--- src/rtl/tmr_cmp_chan.sv ---
module tmr_cmp_chan #(
  parameter int CW = 16
) (
  input  logic          clk,
  input  logic          rst_n,
  input  logic [CW-1:0] cnt_val,
  input  logic          cnt_dn,
  input  logic          upd_evt,
  input  logic          ext_clr,
  input  logic          ctl_we,
  input  logic [2:0]    ctl_mode,
  input  logic          ctl_clr_en,
  input  logic          ctl_shadow_en,
  input  logic          ctl_chan_en,
  input  logic [1:0]    ctl_sel,
  input  logic          ctl_pol_main,
  input  logic          ctl_pol_comp,
  input  logic          cmp_we,
  input  logic [CW-1:0] cmp_wdata,
  output logic          ref_o,
  output logic          out_main,
  output logic          out_comp,
  output logic [1:0]    sel_o,
  output logic [CW-1:0] cmp_o
);

  localparam logic [2:0] M_HOLD = 3'b000;
  localparam logic [2:0] M_SET  = 3'b001;
  localparam logic [2:0] M_CLR  = 3'b010;
  localparam logic [2:0] M_TOG  = 3'b011;
  localparam logic [2:0] M_LOW  = 3'b100;
  localparam logic [2:0] M_HIGH = 3'b101;

  logic [2:0]    mode_q, mode_prev_q;
  logic          clr_en_q, shadow_q, en_q, pm_q, pc_q;
  logic [1:0]    sel_q;
  logic [CW-1:0] act_q, pre_q;
  logic          ref_q, raw_q, ref_d;

  wire eq      = (cnt_val == act_q);
  wire raw     = cnt_dn ? (cnt_val <= act_q) : (cnt_val < act_q);
  wire pwm_lvl = raw ^ mode_q[0];
  wire pwm_go  = (raw != raw_q) || (mode_prev_q == M_HOLD);
  wire clr_hit = clr_en_q && ext_clr;
  wire drive   = en_q && (sel_q == 2'b00);

  always_comb begin
    ref_d = ref_q;
    if (clr_hit) ref_d = 1'b0;
    else begin
      case (mode_q)
        M_HOLD: ref_d = ref_q;
        M_SET:  if (eq) ref_d = 1'b1;
        M_CLR:  if (eq) ref_d = 1'b0;
        M_TOG:  if (eq) ref_d = ~ref_q;
        M_LOW:  ref_d = 1'b0;
        M_HIGH: ref_d = 1'b1;
        default: if (pwm_go) ref_d = pwm_lvl;
      endcase
    end
  end

  always_ff @(posedge clk or negedge rst_n) begin
    if (!rst_n) begin
      mode_q      <= M_HOLD;
      mode_prev_q <= M_HOLD;
      clr_en_q    <= 1'b0;
      shadow_q    <= 1'b0;
      en_q        <= 1'b0;
      pm_q        <= 1'b0;
      pc_q        <= 1'b0;
      sel_q       <= 2'b00;
      act_q       <= '0;
      pre_q       <= '0;
      ref_q       <= 1'b0;
      raw_q       <= 1'b0;
    end else begin
      mode_prev_q <= mode_q;
      raw_q       <= raw;
      ref_q       <= ref_d;
      if (ctl_we) begin
        mode_q   <= ctl_mode;
        clr_en_q <= ctl_clr_en;
        shadow_q <= ctl_shadow_en;
        en_q     <= ctl_chan_en;
        pm_q     <= ctl_pol_main;
        pc_q     <= ctl_pol_comp;
        if (!en_q) sel_q <= ctl_sel;
      end
      if (cmp_we) pre_q <= cmp_wdata;
      if (cmp_we && !shadow_q) act_q <= cmp_wdata;
      else if (upd_evt && shadow_q) act_q <= pre_q;
    end
  end

  assign ref_o    = ref_q;
  assign sel_o    = sel_q;
  assign cmp_o    = act_q;
  assign out_main = drive ? (ref_q ^ pm_q) : pm_q;
  assign out_comp = drive ? (~ref_q ^ pc_q) : pc_q;


  timing_hold_chk: assert property (@(posedge clk) disable iff (!rst_n)
    (mode_q == M_HOLD && !clr_hit) |=> $stable(ref_o));


  force_low_chk: assert property (@(posedge clk) disable iff (!rst_n)
    (mode_q == M_LOW) |=> !ref_o);


  force_high_chk: assert property (@(posedge clk) disable iff (!rst_n)
    (mode_q == M_HIGH && !clr_hit) |=> ref_o);


  ext_clear_chk: assert property (@(posedge clk) disable iff (!rst_n)
    clr_hit |=> !ref_o);


  sel_lock_chk: assert property (@(posedge clk) disable iff (!rst_n)
    en_q |=> $stable(sel_o));


  direct_cmp_chk: assert property (@(posedge clk) disable iff (!rst_n)
    (cmp_we && !shadow_q) |=> (cmp_o == $past(cmp_wdata)));

endmodule

--- config.mk ---
export PLATFORM = sky130hd
export DESIGN_NAME = tmr_cmp_chan
export DESIGN_NICKNAME = d
export VERILOG_FILES = /design/src/rtl/tmr_cmp_chan.sv
export SDC_FILE = /design/constraint.sdc
export NUM_CORES = 1
export LEC_CHECK = 0
export BUFFER_PORTS_ARGS = -buffer_cell sky130_fd_sc_hd__buf_2
export CORE_ASPECT_RATIO = 0.9
export CORE_MARGIN = 4
export CORE_UTILIZATION = 25
export CTS_BUF_LIST = sky130_fd_sc_hd__clkbuf_8
export DETAILED_ROUTE_END_ITERATION = 8
export PLACE_DENSITY = 0.47
export SKIP_CTS_REPAIR_TIMING = 1
export SYNTH_ARGS = -nofsm -noshare
export SYNTH_HDL_FRONTEND = slang
export SYNTH_SLANG_ARGS = --single-unit
--- constraint.sdc ---
create_clock -name clk -period 2.23 [get_ports clk]
set_input_delay 0.1115 -clock clk [delete_from_list [all_inputs] [get_ports clk]]
set_output_delay 0.1115 -clock clk [all_outputs]
set_load 0.005 [all_outputs]
==> flow_summary_export.csv, run 1 <==
group,metric,value,unit
clock_network,cts.path.max_buffers,2,
setup_path,path_max_fanout,3,
power_and_ir_drop,total_power,2.292,mW
detailed_routing,wl,5920,um
die,fp-row-count,33,
global_routing,grt_pass1_wl,9397,um
finish,fin_util,0.3461,
clock_network,h-tree-depth,2,
finish,syn_to_final_growth,33.63,%
clock_network,clock_sinks,47,
detailed_routing,drt-initial-drc-count,44,
timing,holdWs,21.09,ps
placement,dp_hpwl,4506,um
finish,diodes,0,
clock_network,cts_root_buf,"clkbuf_8",
global_routing,grt_pass1_vias,1923,
timing,final.setup_skew,10.23,ps
power_and_ir_drop,powerDensity,719.3,mW/mm^2
finish,fin_nets,371,
placement,gp_congestion,0.7615,
status,violations,"negative setup slack",
timing,rsz0062_at_grt,"true",
clock_network,worst_skew_pair.late_latency,300,ps
timing,setup_viol,1,
setup_path,worstPathRequired,2420,ps
yosys,ys_types,28,
timing,worstMarginPinSlew,557.9,ps
yosys,synth_warnings,0,
yosys,syn_nets,280,
setup_path,worstSetupEndpointType,"flip-flop",
placement,postPlaceCellArea,0.003027,mm^2
flow_run,maxCapViolations,0,
timing,hold_violations,0,
clock_network,cts_tree,"done",
global_routing,antenna_found_initial,0,
power_and_ir_drop,peakVddDrop,0.2324,mV
global_routing,grt_max_degree,31,
detailed_routing,postRouteAntennaNets,0,
clock_network,cts-buffers-inserted,5,
detailed_routing,drt-vias-per-instance,4.439,
global_routing,grt_overflow,0,
timing,fin_crit_sh,1.043,
die,initial_core_util,0.2590,
finish,regArea,0.001176,mm^2
yosys,syn-instance-count,215,
yosys,ys_seq_area_frac,0.4932,
die,die_y,100.7,um
status,outcome,"complete, but fails checks",
finish,final_area,0.003187,mm^2
die,dieWidth,111.0,um
die,coreArea,0.009208,mm^2
clock_network,path_clk_slew,90,ps
timing,fin_ws,-95.61,ps
setup_path,cp_data_arrival_time,2520,ps
placement,port_buffers,69,
timing,relSlewSlack,0.6280,
finish,multi_input_area,0.001165,mm^2
detailed_routing,drc,0,
power_and_ir_drop,p_leak,1.588,nW
timing,max_freq,0.4300,GHz
detailed_routing,vias,1900,
finish,n_fill_cell,959,
die,die_area,0.01117,mm^2
setup_path,start_kind,"flip-flop",
finish,drive_gt1_frac,0.4281,
yosys,avgSynthCellArea,11.09,um^2
timing,drv_slew,0,
die,ioPinCount,70,
detailed_routing,wl_per_cell,13.83,um
setup_path,path_class,"reg -> reg",
timing,period_needed,2326,ps
worst_hold_path,worst_hold_path_type,"in -> reg",
yosys,ys_seq_elements,47,
detailed_routing,dr.pass1.iters,6,
yosys,synth.cell_area,0.002385,mm^2
global_routing,grt_util_all_layers,0.1059,
[through the flow]
step                      cells  setup slack (ps)  setup TNS (ps)
final                       428            -95.61          -95.61
after global placement      418            -52.15          -52.15
after detailed placement    418            -103.3          -103.3
after CTS                   425            -124.1          -124.1
after global routing        428            -155.5          -155.5
after floorplan             215            -28.07          -28.07
[power by group]
group,switching [mW],total [mW],internal [mW]
registers,0.0894,1.07,0.978
logic,0.316,0.698,0.382
clock network,0.283,0.527,0.244
total,0.689,2.29,1.60
[placed cells by master, fill, tap and decap left out, drive strengths merged, types with 4 or more instances in the layout]
cell and n:
clkbuf 6, buf 90, inv 18, mux2i 17, a21oi 7, nand4 4
mux2 25, o21ai 22, nor2 4, ha 16, dfrtp 47, nand2 25
[cell type report]
type / instances / share of cell area
Inverter: 18 / 0.02120
Sequential cell: 47 / 0.3691
Timing Repair Buffer: 91 / 0.1688
Multi-Input combinational cell: 143 / 0.3655
Clock inverter: 1 / 0.001570
Tap cell: 122 / 0.04790
Clock buffer: 6 / 0.02591
[synthesized netlist by cell type]
cell	n	area (um^2)
o211ai_1	1	7.510
nor3_1	2	10.01
mux2_2	24	270.3
nand2_1	25	93.84
nand4_1	4	25.02
inv_1	18	67.56
or3_4	1	11.26
mux2_4	1	15.01
nor4_1	1	6.260
nor2_1	4	15.01
nand3b_1	1	7.510
clkbuf_1	7	26.28
a21o_1	3	22.52
a41o_1	1	10.01
a41oi_1	1	8.760
xnor2_1	2	17.52
a2111oi_2	1	15.01
a32oi_1	1	8.760
a221o_1	1	10.01
o21ai_0	22	110.1
nand3_1	2	10.01
mux2i_1	17	170.2
nor2b_1	3	18.77
a211oi_1	1	7.510
dfrtp_1	47	1176
a21oi_1	7	35.03
ha_1	16	200.2
xor2_1	1	8.760
[worst paths after layout]
kind | slack, ps | start | endpoint | cells after the start
min reg2reg | 480 | mode_q[0] | mode_prev_q[0] | 0
min in group asynchronous | 350 | rst_n | cmp_o[15] | 2
max in group asynchronous | 1340 | rst_n | pre_q[9] | 3
max reg2reg | -100 | cmp_o[13] | ref_o | 9
min | 20 | ctl_mode[2] | mode_q[2] | 3
max | -100 | cmp_o[13] | ref_o | 9
[kinds of logic after synthesis]
group / share of synthesized area
and+or+nand+nor: 0.08290
buffers and inverters: 0.03935
muxes: 0.1910
DFF: 0.4932
adders and majority gates: 0.08394
AOI/OAI and AO/OA: 0.09864
xor gates and xnor gates: 0.01102
[worst max-delay path, stage by stage (launching register included)]
cell and delay [ps]:
dfrtp_1 400, inv_2 70, ha_4 190, a21o_1 150, a21o_1 170, a221o_1 290
or3_4 350, mux2i_1 130, nor2_1 150, mux2_4 310
[sequential cells by signal, summed over array words and instances (netlist names)]
name,count
sel_o,2
ref_o,1
en_q,1
raw_q,1
clr_en_q,1
pc_q,1
mode_prev_q,3
mode_q,3
cmp_o,16
shadow_q,1
pre_q,16
pm_q,1
[metal layers]
metal / wire (um) / GRT usage / vias up / share of wire
li1: - / - / 936 / -
met1: 2747 / 0.1403 / 919 / 0.46
met2: 2820 / 0.1744 / 41 / 0.48
met3: 311 / 0.02581 / 4 / 0.053
met4: 40 / 0.02841 / 0 / 0.0068
met5: 0 / 0 / - / 0
Power figures use the tool's default switching activity.
==> run 2: changes to the inputs <==
- REMOVE_ABC_BUFFERS: unset -> 1
==> run 2 against run 1 <==
Compared with the run above:
- the flow still finishes with violations (negative setup slack)
- via count hardly changed
- critical path depth stayed put
- clock power is 3% lower
- setup slack worse by 12 ps
- highest routed layer unchanged
- sequential power hardly changed
- total power is 1.4% higher
- critical path type unchanged
==> flow_summary_export.csv, run 2 (synthesis results as in run 1) <==
group,metric,value,unit
status,outcome,"complete, but fails checks",
status,violations,"negative setup slack",
setup_path,cpMaxStageDelayCell,"or3_4",
die,die_y,100.7,um
global_routing,grt_pass1_wl,9570,um
global_routing,grt_util_all_layers,0.1086,
detailed_routing,wl,5981,um
setup_path,r2r-start,"cmp_o[9]",
die,dieWidth,111.0,um
clock_network,h-tree-depth,2,
die,initial_core_util,0.2590,
detailed_routing,drt-vias-per-instance,4.380,
die,die_area,0.01117,mm^2
clock_network,cts_tree,"done",
finish,drive_gt1_frac,0.4615,
worst_hold_path,hold_start,"ctl_mode[2]",
placement,dp_hpwl,4378,um
finish,final_area,0.003249,mm^2
global_routing,met2_usage,0.1852,
worst_hold_path,worst_hold_path_type,"in -> reg",
global_routing,grt_max_degree,48,
setup_path,start_kind,"flip-flop",
timing,fin_ws,-107.8,ps
timing,period_needed,2338,ps
global_routing,grt_busiest_layer,"met2",
placement,gp_congestion,0.7097,
timing,final.setup_skew,5.286,ps
placement,postPlaceCellArea,0.003017,mm^2
timing,rsz0062_at_grt,"true",
die,fp-row-count,33,
die,coreArea,0.009208,mm^2
placement,placed_cells_incl_taps,420,
finish,final_cell_mix,"buf_2 (69), dfrtp_1 (47), buf_4 (26)",
clock_network,cts-buffers-inserted,5,
timing,relSlewSlack,0.5742,
timing,tns,-107.8,ps
detailed_routing,postRouteAntennaNets,0,
timing,worstMarginPinSlew,638.7,ps
timing,hold_violations,0,
setup_path,timing.rr.end,"ref_o",
clock_network,path_clk_slew,90,ps
clock_network,clock_sinks,47,
setup_path,reg2regPathDepth,9,
timing,drv_slew,0,
setup_path,worstPathRequired,2420,ps
timing,setup_viol,1,
placement,port_buffers,69,
timing,holdWs,24.04,ps
detailed_routing,drc,0,
global_routing,grt_overflow,0,
setup_path,cp_common_cell,"nor2_1",
finish,diodes,0,
clock_network,worst_skew_pair.late_latency,300,ps
finish,fin_util,0.3529,
power_and_ir_drop,p_leak,1.600,nW
worst_hold_path,whs_endpoint,"mode_q[2]",
global_routing,grt_pass1_vias,1891,
setup_path,crit_start,"cmp_o[9]",
placement,post-place-ws,-126.3,ps
global_routing,gr-usage-met1,0.1417,
detailed_routing,wl_per_cell,13.78,um
timing,fin_crit_sh,1.048,
detailed_routing,vias,1901,
power_and_ir_drop,total_power,2.324,mW
worst_hold_path,holdPathStages,3,
power_and_ir_drop,powerDensity,715.1,mW/mm^2
power_and_ir_drop,peakVddDrop,0.2575,mV
setup_path,path_class,"reg -> reg",
finish,layout_commonest_cell,"buf_2",
clock_network,cts_root_buf,"clkbuf_8",
timing,max_freq,0.4278,GHz
flow_run,maxCapViolations,0,
setup_path,slowest_delay,420,ps
detailed_routing,drt-initial-drc-count,39,
setup_path,cp_data_arrival_time,2530,ps
setup_path,path_max_fanout,3,
finish,syn_to_final_growth,36.25,%
finish,n_fill_cell,975,
global_routing,antenna_found_initial,0,
setup_path,path_cells,"inv_2 -> ha_4 -> nand4_1 -> nor2_1 -> a221o_1 -> or3_4 -> mux2i_1 -> nor2_1 -> mux2_4",
setup_path,ff2ff_setup_slack,-110,ps
setup_path,worstSetupEndpointType,"flip-flop",
clock_network,cts.path.max_buffers,2,
finish,fin_nets,376,
global_routing,use_met3,0.02221,
detailed_routing,dr.pass1.iters,4,
die,ioPinCount,70,
finish,layoutNonFillerInstCount,434,
==> run 2: area by class of cell <==
type / instances / area [um^2] / area share
multi-input cells: 143 / 1219 / 0.3750
flip-flops and latches: 47 / 1176 / 0.3620
repair buffers: 96 / 550.5 / 0.1694
well taps: 122 / 152.6 / 0.04698
clock buffers: 5 / 68.82 / 0.02118
inverters: 18 / 67.56 / 0.02079
clock inverters: 3 / 15.01 / 0.004621
==> run 2: how the worst max path moves through the flow <==
stage,to,slack (ps),cells past startpoint
2_1_floorplan,ref_o,-40,9
3_3_place_gp,ref_o,-80,9
3_5_place_dp,ref_o,-130,9
4_1_cts,ref_o,-140,9
5_1_grt,ref_o,-210,9
6_report,ref_o,-110,9
==> run 2: worst max-delay path, delay by kind of cell (launching register included) <==
kind / cells / cell delay [ps]
compound gates: 1 / 360
fa+ha+maj: 1 / 190
buf+inv: 1 / 70
flops: 1 / 400
mux: 2 / 440
simple gates: 4 / 780
==> run 2: per-layer routing <==
layer	vias up	wire length, um
met4	0	94
met5	-	0
li1	944	-
met2	40	2923
met1	911	2717
met3	6	245
==> run 2: power breakdown <==
| group | switching [mW] | internal (mW) | total, mW | leakage [nW] |
|---|---|---|---|---|
| combinational | 0.331 | 0.415 | 0.745 | 0.995 |
| clock | 0.295 | 0.215 | 0.510 | 0.0477 |
| sequential | 0.0900 | 0.978 | 1.07 | 0.558 |
